File: src/rtl/smo_pkg.sv
// Shared definitions for the sliding-mode observer.
// Assumes two stationary-frame axes, each handled by an identical lane.
package smo_pkg;
    localparam int NUM_AXES = 2;

    // Steps of the per-axis update sequence, in execution order.
    typedef enum logic [2:0] {
        ST_IDLE,
        ST_KZ,
        ST_KZP,
        ST_PRED0,
        ST_PRED1,
        ST_EMF0,
        ST_EMF1,
        ST_EMF2
    } step_e;
endpackage

File: src/rtl/smo_tanh.sv
// Odd piecewise-linear tanh approximation.
// The input is scaled by an unsigned Q4.12 slope. The result has unit slope
// up to one half, then half slope, and clips to full scale beyond 1.5.
// Assumes a Q1.(DW-1) input and output.
module smo_tanh #(
    parameter int DW = 16,
    parameter int CW = 16,
    parameter int CF = 12
) (
    input  logic signed [DW-1:0] x_i,
    input  logic        [CW-1:0] slope_i,
    output logic signed [DW-1:0] y_o
);
    localparam int PWID = DW + 1 + CW;
    localparam int TW   = PWID - CF;
    localparam logic [TW-1:0] HALF = TW'(2 ** (DW - 2));
    localparam logic [TW-1:0] QTR  = TW'(2 ** (DW - 3));
    localparam logic [TW-1:0] KNEE = TW'(3 * (2 ** (DW - 2)));
    localparam logic [TW-1:0] ONE  = TW'((2 ** (DW - 1)) - 1);

    logic signed [DW:0]   xs;
    logic        [DW:0]   xm;
    logic        [PWID-1:0] prod;
    logic        [TW-1:0] a;
    logic        [TW-1:0] ymag;

    // Magnitude, scale, segment select, then restore the sign.
    always_comb begin
        xs   = (DW+1)'(x_i);
        xm   = xs[DW] ? $unsigned(-xs) : $unsigned(xs);
        prod = PWID'(xm) * PWID'(slope_i);
        a    = prod[PWID-1:CF];
        if (a < HALF)      ymag = a;
        else if (a < KNEE) ymag = QTR + (a >> 1);
        else               ymag = ONE;
        y_o = xs[DW] ? -$signed(ymag[DW-1:0]) : $signed(ymag[DW-1:0]);
    end
endmodule

File: src/rtl/smo_axis.sv
// One observer axis: current predictor and back-EMF corrector.
// A start pulse captures the measurement and voltage. Seven more steps share
// one multiplier, and the last step commits the new estimates and pulses done.
// Assumes the coefficients are stable from start to done.
module smo_axis
    import smo_pkg::*;
#(
    parameter int DW = 16,
    parameter int CW = 16,
    parameter int CF = 12
) (
    input  logic                 clk,
    input  logic                 rst_n,
    input  logic                 start_i,
    input  logic signed [DW-1:0] meas_i,
    input  logic signed [DW-1:0] volt_i,
    input  logic signed [CW-1:0] a_i,
    input  logic signed [CW-1:0] b_i,
    input  logic signed [CW-1:0] binv_i,
    input  logic signed [CW-1:0] k_i,
    input  logic signed [CW-1:0] mu_i,
    input  logic        [CW-1:0] slope_i,
    output logic signed [DW-1:0] iest_o,
    output logic signed [DW-1:0] eest_o,
    output logic                 busy_o,
    output logic                 done_o
);
    localparam int PW = DW + CW;
    localparam int AW = PW + 2;
    localparam logic signed [AW-1:0] SMAX = AW'((2 ** (DW - 1)) - 1);
    localparam logic signed [AW-1:0] SMIN = -SMAX - AW'(1);

    step_e step;
    logic signed [DW-1:0] iest, eest, err_now, err_prev, volt_q;
    logic signed [DW-1:0] kz_now, kz_prev, i_next, dcorr;
    logic signed [AW-1:0] acc;
    logic                 done_q;

    logic signed [DW-1:0] tanh_in, tanh_y, ms, v_sat;
    logic signed [CW-1:0] mc;
    logic signed [PW-1:0] prod;
    logic signed [AW-1:0] prod_ext, kzp_w, v_sum, e_sum;

    // Clamp a wide signed value into the signal range.
    function automatic logic signed [DW-1:0] sat_dw(input logic signed [AW-1:0] x);
        if (x > SMAX)      return SMAX[DW-1:0];
        else if (x < SMIN) return SMIN[DW-1:0];
        else               return x[DW-1:0];
    endfunction

    assign tanh_in = (step == ST_KZP) ? err_prev : err_now;

    smo_tanh #(.DW(DW), .CW(CW), .CF(CF)) tanh_i (
        .x_i     (tanh_in),
        .slope_i (slope_i),
        .y_o     (tanh_y)
    );

    // Operand select for the shared multiplier and the derived sums.
    always_comb begin
        mc = '0;
        ms = '0;
        case (step)
            ST_KZ, ST_KZP: begin mc = k_i;    ms = tanh_y;   end
            ST_PRED0:      begin mc = a_i;    ms = iest;     end
            ST_PRED1:      begin mc = b_i;    ms = v_sat;    end
            ST_EMF0:       begin mc = binv_i; ms = err_now;  end
            ST_EMF1:       begin mc = a_i;    ms = err_prev; end
            ST_EMF2:       begin mc = mu_i;   ms = dcorr;    end
            default:       begin mc = '0;     ms = '0;       end
        endcase
        prod     = PW'(mc) * PW'(ms);
        prod_ext = AW'(prod);
        kzp_w    = AW'(kz_prev) <<< CF;
        v_sum    = AW'(volt_q) - AW'(eest) - AW'(kz_now);
        v_sat    = sat_dw(v_sum);
        e_sum    = AW'(eest) + AW'(sat_dw(prod_ext >>> CF));
    end

    // Sequencer and state registers.
    always_ff @(posedge clk) begin
        if (!rst_n) begin
            step     <= ST_IDLE;
            iest     <= '0;
            eest     <= '0;
            err_now  <= '0;
            err_prev <= '0;
            volt_q   <= '0;
            kz_now   <= '0;
            kz_prev  <= '0;
            i_next   <= '0;
            dcorr    <= '0;
            acc      <= '0;
            done_q   <= 1'b0;
        end else begin
            done_q <= 1'b0;
            case (step)
                ST_IDLE: if (start_i) begin
                    err_now <= sat_dw(AW'(iest) - AW'(meas_i));
                    volt_q  <= volt_i;
                    step    <= ST_KZ;
                end
                ST_KZ: begin
                    kz_now <= sat_dw(prod_ext >>> CF);
                    step   <= ST_KZP;
                end
                ST_KZP: begin
                    kz_prev <= sat_dw(prod_ext >>> CF);
                    step    <= ST_PRED0;
                end
                ST_PRED0: begin
                    acc  <= prod_ext;
                    step <= ST_PRED1;
                end
                ST_PRED1: begin
                    i_next <= sat_dw((acc + prod_ext) >>> CF);
                    step   <= ST_EMF0;
                end
                ST_EMF0: begin
                    acc  <= prod_ext;
                    step <= ST_EMF1;
                end
                ST_EMF1: begin
                    dcorr <= sat_dw((acc - prod_ext + kzp_w) >>> CF);
                    step  <= ST_EMF2;
                end
                ST_EMF2: begin
                    eest     <= sat_dw(e_sum);
                    iest     <= i_next;
                    err_prev <= err_now;
                    done_q   <= 1'b1;
                    step     <= ST_IDLE;
                end
                default: step <= ST_IDLE;
            endcase
        end
    end

    assign iest_o = iest;
    assign eest_o = eest;
    assign busy_o = (step != ST_IDLE);
    assign done_o = done_q;
endmodule

File: src/rtl/smo_observer.sv
// Two-axis sliding-mode current and back-EMF observer, top level.
// Fans the sample strobe and the shared coefficients out to identical lanes
// and combines their completion into one valid pulse.
// Assumes the host changes coefficients only while the block is idle.
module smo_observer
    import smo_pkg::*;
#(
    parameter int DW = 16,
    parameter int CW = 16,
    parameter int CF = 12
) (
    input  logic                 clk,
    input  logic                 rst_n,
    input  logic                 sample_i,
    input  logic signed [DW-1:0] imeas_alpha_i,
    input  logic signed [DW-1:0] imeas_beta_i,
    input  logic signed [DW-1:0] vapp_alpha_i,
    input  logic signed [DW-1:0] vapp_beta_i,
    input  logic signed [CW-1:0] cf_decay_i,
    input  logic signed [CW-1:0] cf_gain_i,
    input  logic signed [CW-1:0] cf_inv_gain_i,
    input  logic signed [CW-1:0] cf_slide_i,
    input  logic signed [CW-1:0] cf_step_i,
    input  logic        [CW-1:0] cf_slope_i,
    output logic signed [DW-1:0] iest_alpha_o,
    output logic signed [DW-1:0] iest_beta_o,
    output logic signed [DW-1:0] emf_alpha_o,
    output logic signed [DW-1:0] emf_beta_o,
    output logic                 valid_o
);
    logic signed [DW-1:0] meas_v [NUM_AXES];
    logic signed [DW-1:0] volt_v [NUM_AXES];
    logic signed [DW-1:0] iest_v [NUM_AXES];
    logic signed [DW-1:0] eest_v [NUM_AXES];
    logic [NUM_AXES-1:0]  lane_busy;
    logic [NUM_AXES-1:0]  lane_done;
    logic                 busy_any;

    assign meas_v[0] = imeas_alpha_i;
    assign meas_v[1] = imeas_beta_i;
    assign volt_v[0] = vapp_alpha_i;
    assign volt_v[1] = vapp_beta_i;

    for (genvar ax = 0; ax < NUM_AXES; ax++) begin : g_axis
        smo_axis #(.DW(DW), .CW(CW), .CF(CF)) lane_i (
            .clk     (clk),
            .rst_n   (rst_n),
            .start_i (sample_i),
            .meas_i  (meas_v[ax]),
            .volt_i  (volt_v[ax]),
            .a_i     (cf_decay_i),
            .b_i     (cf_gain_i),
            .binv_i  (cf_inv_gain_i),
            .k_i     (cf_slide_i),
            .mu_i    (cf_step_i),
            .slope_i (cf_slope_i),
            .iest_o  (iest_v[ax]),
            .eest_o  (eest_v[ax]),
            .busy_o  (lane_busy[ax]),
            .done_o  (lane_done[ax])
        );
    end

    assign busy_any     = |lane_busy;
    assign valid_o      = &lane_done;
    assign iest_alpha_o = iest_v[0];
    assign iest_beta_o  = iest_v[1];
    assign emf_alpha_o  = eest_v[0];
    assign emf_beta_o   = eest_v[1];
endmodule

File: config.mk
export PLATFORM = sky130hd
export DESIGN_NAME = smo_observer
export DESIGN_NICKNAME = d
export VERILOG_FILES = /design/src/rtl/smo_pkg.sv /design/src/rtl/smo_tanh.sv /design/src/rtl/smo_axis.sv /design/src/rtl/smo_observer.sv
export SDC_FILE = /design/constraint.sdc
export NUM_CORES = 2
export LEC_CHECK = 0
export ABC_AREA = 1
export BUFFER_PORTS_ARGS = -buffer_cell sky130_fd_sc_hd__clkbuf_2
export CELL_PAD_IN_SITES_DETAIL_PLACEMENT = 2
export CELL_PAD_IN_SITES_GLOBAL_PLACEMENT = 2
export CORE_MARGIN = 2
export CORE_UTILIZATION = 35
export CTS_CLUSTER_SIZE = 10
export DETAILED_ROUTE_END_ITERATION = 16
export PLACE_DENSITY_LB_ADDON = 0.12
export SYNTH_ARGS = -nofsm -noshare
export SYNTH_HDL_FRONTEND = slang
export SYNTH_SLANG_ARGS = --single-unit
export TNS_END_PERCENT = 50
File: constraint.sdc
create_clock -name clk -period 28.8 [get_ports clk]
set_input_delay 1.44 -clock clk [delete_from_list [all_inputs] [get_ports clk]]
set_output_delay 1.44 -clock clk [all_outputs]
set_load 0.02 [all_outputs]
# --- Yosys cells after proc, flatten, opt, wreduce, memory -nomap -nowiden ---
# Index checks and enable logic that the tools add are counted.
word_totals:
  register_bits: 360
  inputBits: 163
  elab_cells: 146
classes:
  n_addsub: 20
  mul: 4
  magnitude_cmp: 28
  eq_ne: 16
  muxes: 43
  n_reduce_logical: 11
op_table:
  columns: ["op", "count"]
  rows:
  - ["16-bit 2-to-1 mux", 32]
  - ["34-bit by 16-bit > comparator with 1-bit output, second input constant", 6]
  - ["34-bit by 16-bit < comparator with 1-bit output, second input constant", 6]
  - ["16-bit case mux with 6 select lines", 2]
  - ["16-bit case mux with 5 select lines", 2]
  - ["21-bit by 16-bit < comparator with 1-bit output, second input constant", 4]
  - ["33-bit by 28-bit adder with 34-bit output", 2]
  - ["16-bit by 16-bit subtractor with 17-bit output", 4]
  - ["32-bit by 32-bit adder with 33-bit output", 2]
  - ["17-bit by 16-bit multiplier with 33-bit output", 2]
  - ["32-bit by 32-bit subtractor with 33-bit output", 2]
  - ["16-bit by 16-bit multiplier with 32-bit output", 2]
  - ["3-bit case mux with 8 select lines", 2]
  - ["22-bit by 16-bit > comparator with 1-bit output, second input constant", 2]
  - ["22-bit by 16-bit < comparator with 1-bit output, second input constant", 2]
  - ["21-bit by 16-bit > comparator with 1-bit output, second input constant", 2]
  - ["21-bit by 15-bit < comparator with 1-bit output, second input constant", 2]
  - ["20-bit by 16-bit > comparator with 1-bit output, second input constant", 2]
  - ["20-bit by 16-bit < comparator with 1-bit output, second input constant", 2]
  - ["17-bit by 16-bit subtractor with 18-bit output", 2]
  - ["16-bit by 16-bit adder with 17-bit output", 2]
  - ["17-bit 2-to-1 mux", 2]
  - ["16-bit negation with 17-bit output", 2]
  - ["14-bit by 16-bit adder with 16-bit output, first input constant", 2]
  - ["other kinds (10)", 32]

# --- Depth between registers and ports, before layout ---
logic_depth:
  ltp_word: 19
  depth_mapped: 128

# --- By module ---
# A second synthesis with hierarchy kept.
hier_totals:
  hier_cells: 9744
  area_unflattened_um2: 70383.8
modules_own_cells:
  columns: ["mod", "n_inst", "cells_per_inst", "area_each_um2", "seq_area_each_um2"]
  rows:
  - ["smo_axis at g_axis[0].lane_i", 1, 3472, 25056.5, 3603.5]
  - ["smo_axis at g_axis[1].lane_i", 1, 3454, 24860.1, 3603.5]
  - ["smo_tanh at g_axis[1].lane_i.tanh_i", 1, 1412, 10232.3, 0.0]
  - ["smo_tanh at g_axis[0].lane_i.tanh_i", 1, 1404, 10227.3, 0.0]
  - ["smo_observer", 1, 2, 7.5, 0.0]

# --- Worst setup path after synthesis ---
# Ideal clock, no wire load.
synth_timing:
  path_kind: "register to register"
  startpoint: "reg g_axis[1].lane_i.step[1]"
  endpoint: "reg g_axis[1].lane_i.eest[10]"
  t_arrival_ps: 18494
  required_ps: 28705
  slack_ps: 10211
  path_stages_with_launch: 114
  path_buffers: 6
  period_less_slack_ps: 18589
  cell_sequence: "dfxtp_1 > inv_2 > nor2_4 > nand2_4 > buf_6 > o21ai_2 > clkbuf_1 > ha_1 > inv_1 > nor2_1 > nand2_1 > nor3_1 > a31oi_1 > a21oi_1 > or2_2 > nand2_1 > inv_1 > clkbuf_1 > [78 not listed] > nand2_1 > nand2_1 > a21o_1 > a21oi_1 > o21bai_1 > a21oi_1 > o21bai_1 > a21oi_1 > o21bai_1 > a21oi_1 > o21ai_0 > nand2_1 > nand3_1 > o21ai_0 > nand2_1 > clkbuf_1 > nand3_1 > a221oi_1"
synth_via:
  elab_chain_len: 19
  word_cells_on_any_way: 32
  classes_between: "4 x add/sub; 2 x mul; 6 x order compare; 7 x eq/ne; 11 x mux; 2 x reduce/logical"
synth_lines:
  columns: ["item", "line", "text"]
  rows:
  - ["from (decl)", "smo_axis.sv:33", "step_e step;"]
  - ["from (signal assigned)", "smo_axis.sv:83", "step <= ST_IDLE;"]
  - ["from (signal assigned)", "smo_axis.sv:101", "step <= ST_KZ;"]
  - ["from (signal assigned)", "smo_axis.sv:105", "step <= ST_KZP;"]
  - ["3-bit by 2-bit == test with 1-bit output", "smo_axis.sv:51, smo_axis.sv:63", null]
  - ["16-bit 2-to-1 mux", "smo_axis.sv:51", "assign tanh_in = (step == ST_KZP) ? err_prev : err_now;"]
  - ["16-bit negation with 17-bit output", "smo_tanh.sv:30", "xm = xs[DW] ? $unsigned(-xs) : $unsigned(xs);"]
  - ["17-bit 2-to-1 mux", "smo_tanh.sv:30", null]
  - ["17-bit by 16-bit multiplier with 33-bit output", "smo_tanh.sv:31", "prod = PWID'(xm) * PWID'(slope_i);"]
  - ["21-bit by 16-bit < comparator with 1-bit output / 14-bit by 16-bit adder with 16-bit output (equally long branches)", "smo_tanh.sv:34", "else if (a < KNEE) ymag = QTR + (a >> 1);"]
  - ["16-bit 2-to-1 mux", "smo_tanh.sv:34", null]
  - ["16-bit 2-to-1 mux", "smo_tanh.sv:33", "if (a < HALF) ymag = a;"]
  - ["[3 not listed]", null, null]
  - ["16-bit by 16-bit multiplier with 32-bit output", "smo_axis.sv:72", "prod = PW'(mc) * PW'(ms);"]
  - ["20-bit by 16-bit < comparator with 1-bit output", "smo_axis.sv:47", "else if (x < SMIN) return SMIN[DW-1:0];"]
  - ["16-bit 2-to-1 mux", "smo_axis.sv:47", null]
  - ["16-bit 2-to-1 mux", null, null]
  - ["16-bit by 16-bit adder with 17-bit output", "smo_axis.sv:77", "e_sum = AW'(eest) + AW'(sat_dw(prod_ext >>> CF));"]
  - ["34-bit by 16-bit < comparator with 1-bit output", "smo_axis.sv:47", null]
  - ["16-bit 2-to-1 mux", "smo_axis.sv:47", null]
  - ["16-bit 2-to-1 mux", "smo_axis.sv:46", "if (x > SMAX) return SMAX[DW-1:0];"]
  - ["to (signal assigned)", "smo_axis.sv:128", "eest <= sat_dw(e_sum);"]
  - ["to (decl)", "smo_axis.sv:34", "logic signed [DW-1:0] iest, eest, err_now, err_prev, volt_q;"]
# Parallel ways exist; a longest one is shown, timed or not.
# A chain may end at the register's enable or synchronous reset.

# --- Worst setup path in the final report ---
layout_timing:
  startpoint: "reg g_axis[0].lane_i.step[1]"
  endpoint: "reg g_axis[0].lane_i.eest[2]"
layout_via:
  elab_chain_len: 19
  word_cells_on_any_way: 32
  classes_between: "4 x add/sub; 2 x mul; 6 x order compare; 7 x eq/ne; 11 x mux; 2 x reduce/logical"
layout_lines:
  columns: ["item", "line"]
  rows:
  - ["from (decl)", "smo_axis.sv:33"]
  - ["from (signal assigned)", "smo_axis.sv:83"]
  - ["from (signal assigned)", "smo_axis.sv:101"]
  - ["from (signal assigned)", "smo_axis.sv:105"]
  - ["3-bit by 2-bit == test with 1-bit output", "smo_axis.sv:51, smo_axis.sv:63"]
  - ["16-bit 2-to-1 mux", "smo_axis.sv:51"]
  - ["16-bit negation with 17-bit output", "smo_tanh.sv:30"]
  - ["17-bit 2-to-1 mux", "smo_tanh.sv:30"]
  - ["17-bit by 16-bit multiplier with 33-bit output", "smo_tanh.sv:31"]
  - ["21-bit by 16-bit < comparator with 1-bit output / 14-bit by 16-bit adder with 16-bit output (equally long branches)", "smo_tanh.sv:34"]
  - ["16-bit 2-to-1 mux", "smo_tanh.sv:34"]
  - ["16-bit 2-to-1 mux", "smo_tanh.sv:33"]
  - ["[3 not listed]", null]
  - ["16-bit by 16-bit multiplier with 32-bit output", "smo_axis.sv:72"]
  - ["20-bit by 16-bit < comparator with 1-bit output", "smo_axis.sv:47"]
  - ["16-bit 2-to-1 mux", "smo_axis.sv:47"]
  - ["16-bit 2-to-1 mux", null]
  - ["16-bit by 16-bit adder with 17-bit output", "smo_axis.sv:77"]
  - ["34-bit by 16-bit < comparator with 1-bit output", "smo_axis.sv:47"]
  - ["16-bit 2-to-1 mux", "smo_axis.sv:47"]
  - ["16-bit 2-to-1 mux", "smo_axis.sv:46"]
  - ["to (signal assigned)", "smo_axis.sv:128"]
  - ["to (decl)", "smo_axis.sv:34"]
# Parallel ways exist; a longest one is shown, timed or not.

==> impl_metrics.toml <==
[synthesis]
synthesis.area_sq_um = 67800
ys_seq_area_share_pct = 10.6
synth-edff-count = 0
ys_ff_latch = 360
avgSynthCellArea_sq_um = 7.36
async_flop_share_pct = 0
synthTopCellsByCount = "inv_1, nand2_1, fa_1"
syn-instance-count = 9210
synth_most_common_cell = "inv_1"
yosys.area.top_type = "fa_1"
synth_top_area_share_pct = 29.9
synth_area_leaders = "fa_1, ha_1, inv_1"
ys_dominant_reg_cell = "dfxtp_1"
yosysUniqueCellTypes = 70
yosys_warnings = 0

[min_path]
hp-start = "g_axis[1].lane_i.i_next[15]"
holdPathStages = 2
hold_end = "g_axis[1].lane_i.iest_o[15]"
worstHoldPathType = "reg2reg"

[clock_network]
htreeDepth = 2
cts_hold_buffers = 0
cts_sinks = 360
cts_setup_buffers = 0
root_buffer = "clkbuf_16"
numCtsBuffers = 50
cts_max_path_buffers = 3
cts_tree = "built"
ctsResizeCount = 0
clk_latency_ns = 0.67
clk_pin_slew_worst_paths_ns = 0.06

[critical_path]
worstSetupPathType = "reg2reg"
crit_slowest_cell = "nor2_1"
r2r_cells = 115
r2r-end = "g_axis[0].lane_i.eest_o[2]"
worst_ep_required_time_ns = 29.26
crit_arrival_ns = 25.34
path_max_fanout = 32
reg2reg_from = "g_axis[0].lane_i.step[1]"
cpPeakStageDelay_ns = 0.94
endpoint_kind = "flop"
crit_path_start_kind = "flop"
r2r_slack_ns = 3.93
cpMostUsedCell = "inv_1"

[drt]
dr.pass1.iters = 6
via_per_inst = 5.30
routedWlPerCell_um = 25.0
vias = 63192
ant_nets = 0
first_iter_violations = 3803
drt_wl_total_mm = 298
drc_errors = 0

[timing]
fin_hold_ws_ns = 0.461
tightest_slew_ns = 1.37
relSlewSlack_pct = 6.59
setup_viol = 0
fin_crit_ns = 24.87
maxSlewViolCount = 0
fin_crit_sh_pct = 86.4
rsz0062_at_grt = "no"
finalHoldViolCount = 0
fin_worst_skew_ns = 0.0452
fin_setup_tns_ns = 0
finalWorstSetupSlack_ns = 3.93
fmax_ghz = 0.0402

[floorplanning]
rows = 161
coreArea_sq_um = 193000
io_pins = 228
dieArea_sq_um = 197000
die_h_um = 444
die_w_um = 444
initial_utilization_pct = 35.2

[layout]
area_growth_pct = 8.72
nets = 11166
fillers = 22766
drive_gt1_share_pct = 6.79
design_area_sq_um = 73700

[global_route]
grt_pass1_vias = 70481
grt_usage_pct = 30.3
grt_max_degree = 107
antenna_found_initial = 9
grt_pass1_wl_mm = 454
grt_overflow = 0

[placed_design]
gp_congestion = 0.927
dp_hpwl_mm = 255
portBuffers = 227
post-place-ws_ns = 3.81
placedInstanceArea_sq_um = 72100

[outcome]
outcome = "finished, final reports clean"

[flow_run]
drv_cap = 0
-- routing by layer --
metal	vias up	global-route usage (%)	part of all wire [%]
li1	28801	-	-
met2	1209	51.3	47
met4	6	8.51	3.3
met1	32861	41.7	46
met3	315	1.96	3.5
met5	-	0	0.024
-- per-stage QoR --
step,utilization (%),cells
final,38.3,11921
after global routing,38.3,11920
after CTS,38.3,11918
after detailed placement,37.4,11834
after global placement,37.4,11834
after floorplan,-,9240
-- sequential cells by signal (all words and copies together), names as in the netlist --
signal	flops
g_axis.lane_i.dcorr	32
g_axis.lane_i.i_next	32
g_axis.lane_i.eest_o	32
g_axis.lane_i.done_o	2
g_axis.lane_i.iest_o	32
g_axis.lane_i.err_now	32
g_axis.lane_i.kz_now	32
g_axis.lane_i.step	6
g_axis.lane_i.acc	64
g_axis.lane_i.volt_q	32
g_axis.lane_i.err_prev	32
g_axis.lane_i.kz_prev	32
-- worst max-delay path: cells and delay by family (launching register included) --
family / cells / cell delay, ns
AO/OA/AOI/OAI: 29 / 5.50
XOR/XNOR: 2 / 0.52
adder cells (fa/ha/maj): 16 / 7.67
buffers and inverters: 27 / 3.32
flip-flops: 1 / 0.56
AND/OR/NAND/NOR: 41 / 6.96
-- area by class of cell --
cell class                      instances  area (sq um)  area share (%)
Sequential cell                       360          7210            9.77
Clock inverter                         15           220           0.299
Inverter                             2071          7790            10.6
Clock buffer                           69          1430            1.94
Tap cell                             2526          3160            4.29
Multi-Input combinational cell       6562         52100            70.7
Antenna cell                            2          5.00         0.00679
Timing Repair Buffer                  316          1820            2.47
-- kinds of logic (layout without fill, tap and decap cells) --
family	after synthesis	in the layout	share of synthesized area [%]
buffers and inverters	2318	2471	13.0
AO/OA/AOI/OAI	1431	1431	12.4
flip-flops	360	360	10.6
adder cells (fa/ha/maj)	1642	1642	41.5
AND/OR/NAND/NOR	3251	3251	19.8
XOR/XNOR	206	206	2.66
other	2	34	0.0111
-- worst max-delay path by stage --
stage | from | endpoint | slack (ns)
after floorplan | g_axis[1].lane_i.step[1] | g_axis[1].lane_i.eest_o[10] | 10.21
after global placement | g_axis[0].lane_i.step[1] | g_axis[0].lane_i.eest_o[2] | 4.57
after detailed placement | g_axis[0].lane_i.step[1] | g_axis[0].lane_i.eest_o[2] | 3.81
after CTS | g_axis[0].lane_i.step[1] | g_axis[0].lane_i.eest_o[2] | 3.76
after global routing | g_axis[0].lane_i.step[1] | g_axis[0].lane_i.eest_o[2] | 1.63
final | g_axis[0].lane_i.step[1] | g_axis[0].lane_i.eest_o[2] | 3.93
-- cell usage in the layout, fill, tap and decap left out, types with 35 or more instances in the layout --
cell,count
a21oi_1,510
a221oi_1,62
buf_4,87
clkbuf_16,50
clkbuf_2,227
clkinv_1,35
dfxtp_1,360
fa_1,1012
ha_1,630
inv_1,2002
nand2_1,1664
nand2_2,37
nand3_1,271
nor2_1,987
nor2_2,38
nor3_1,74
o211ai_1,49
o21a_1,42
o21ai_0,416
o21bai_1,54
o22ai_1,97
or2_2,58
xnor2_1,74
xor2_1,132
Power is not shown: default switching activity piles up to over one toggle a cycle in this logic, so the estimate is an artifact.
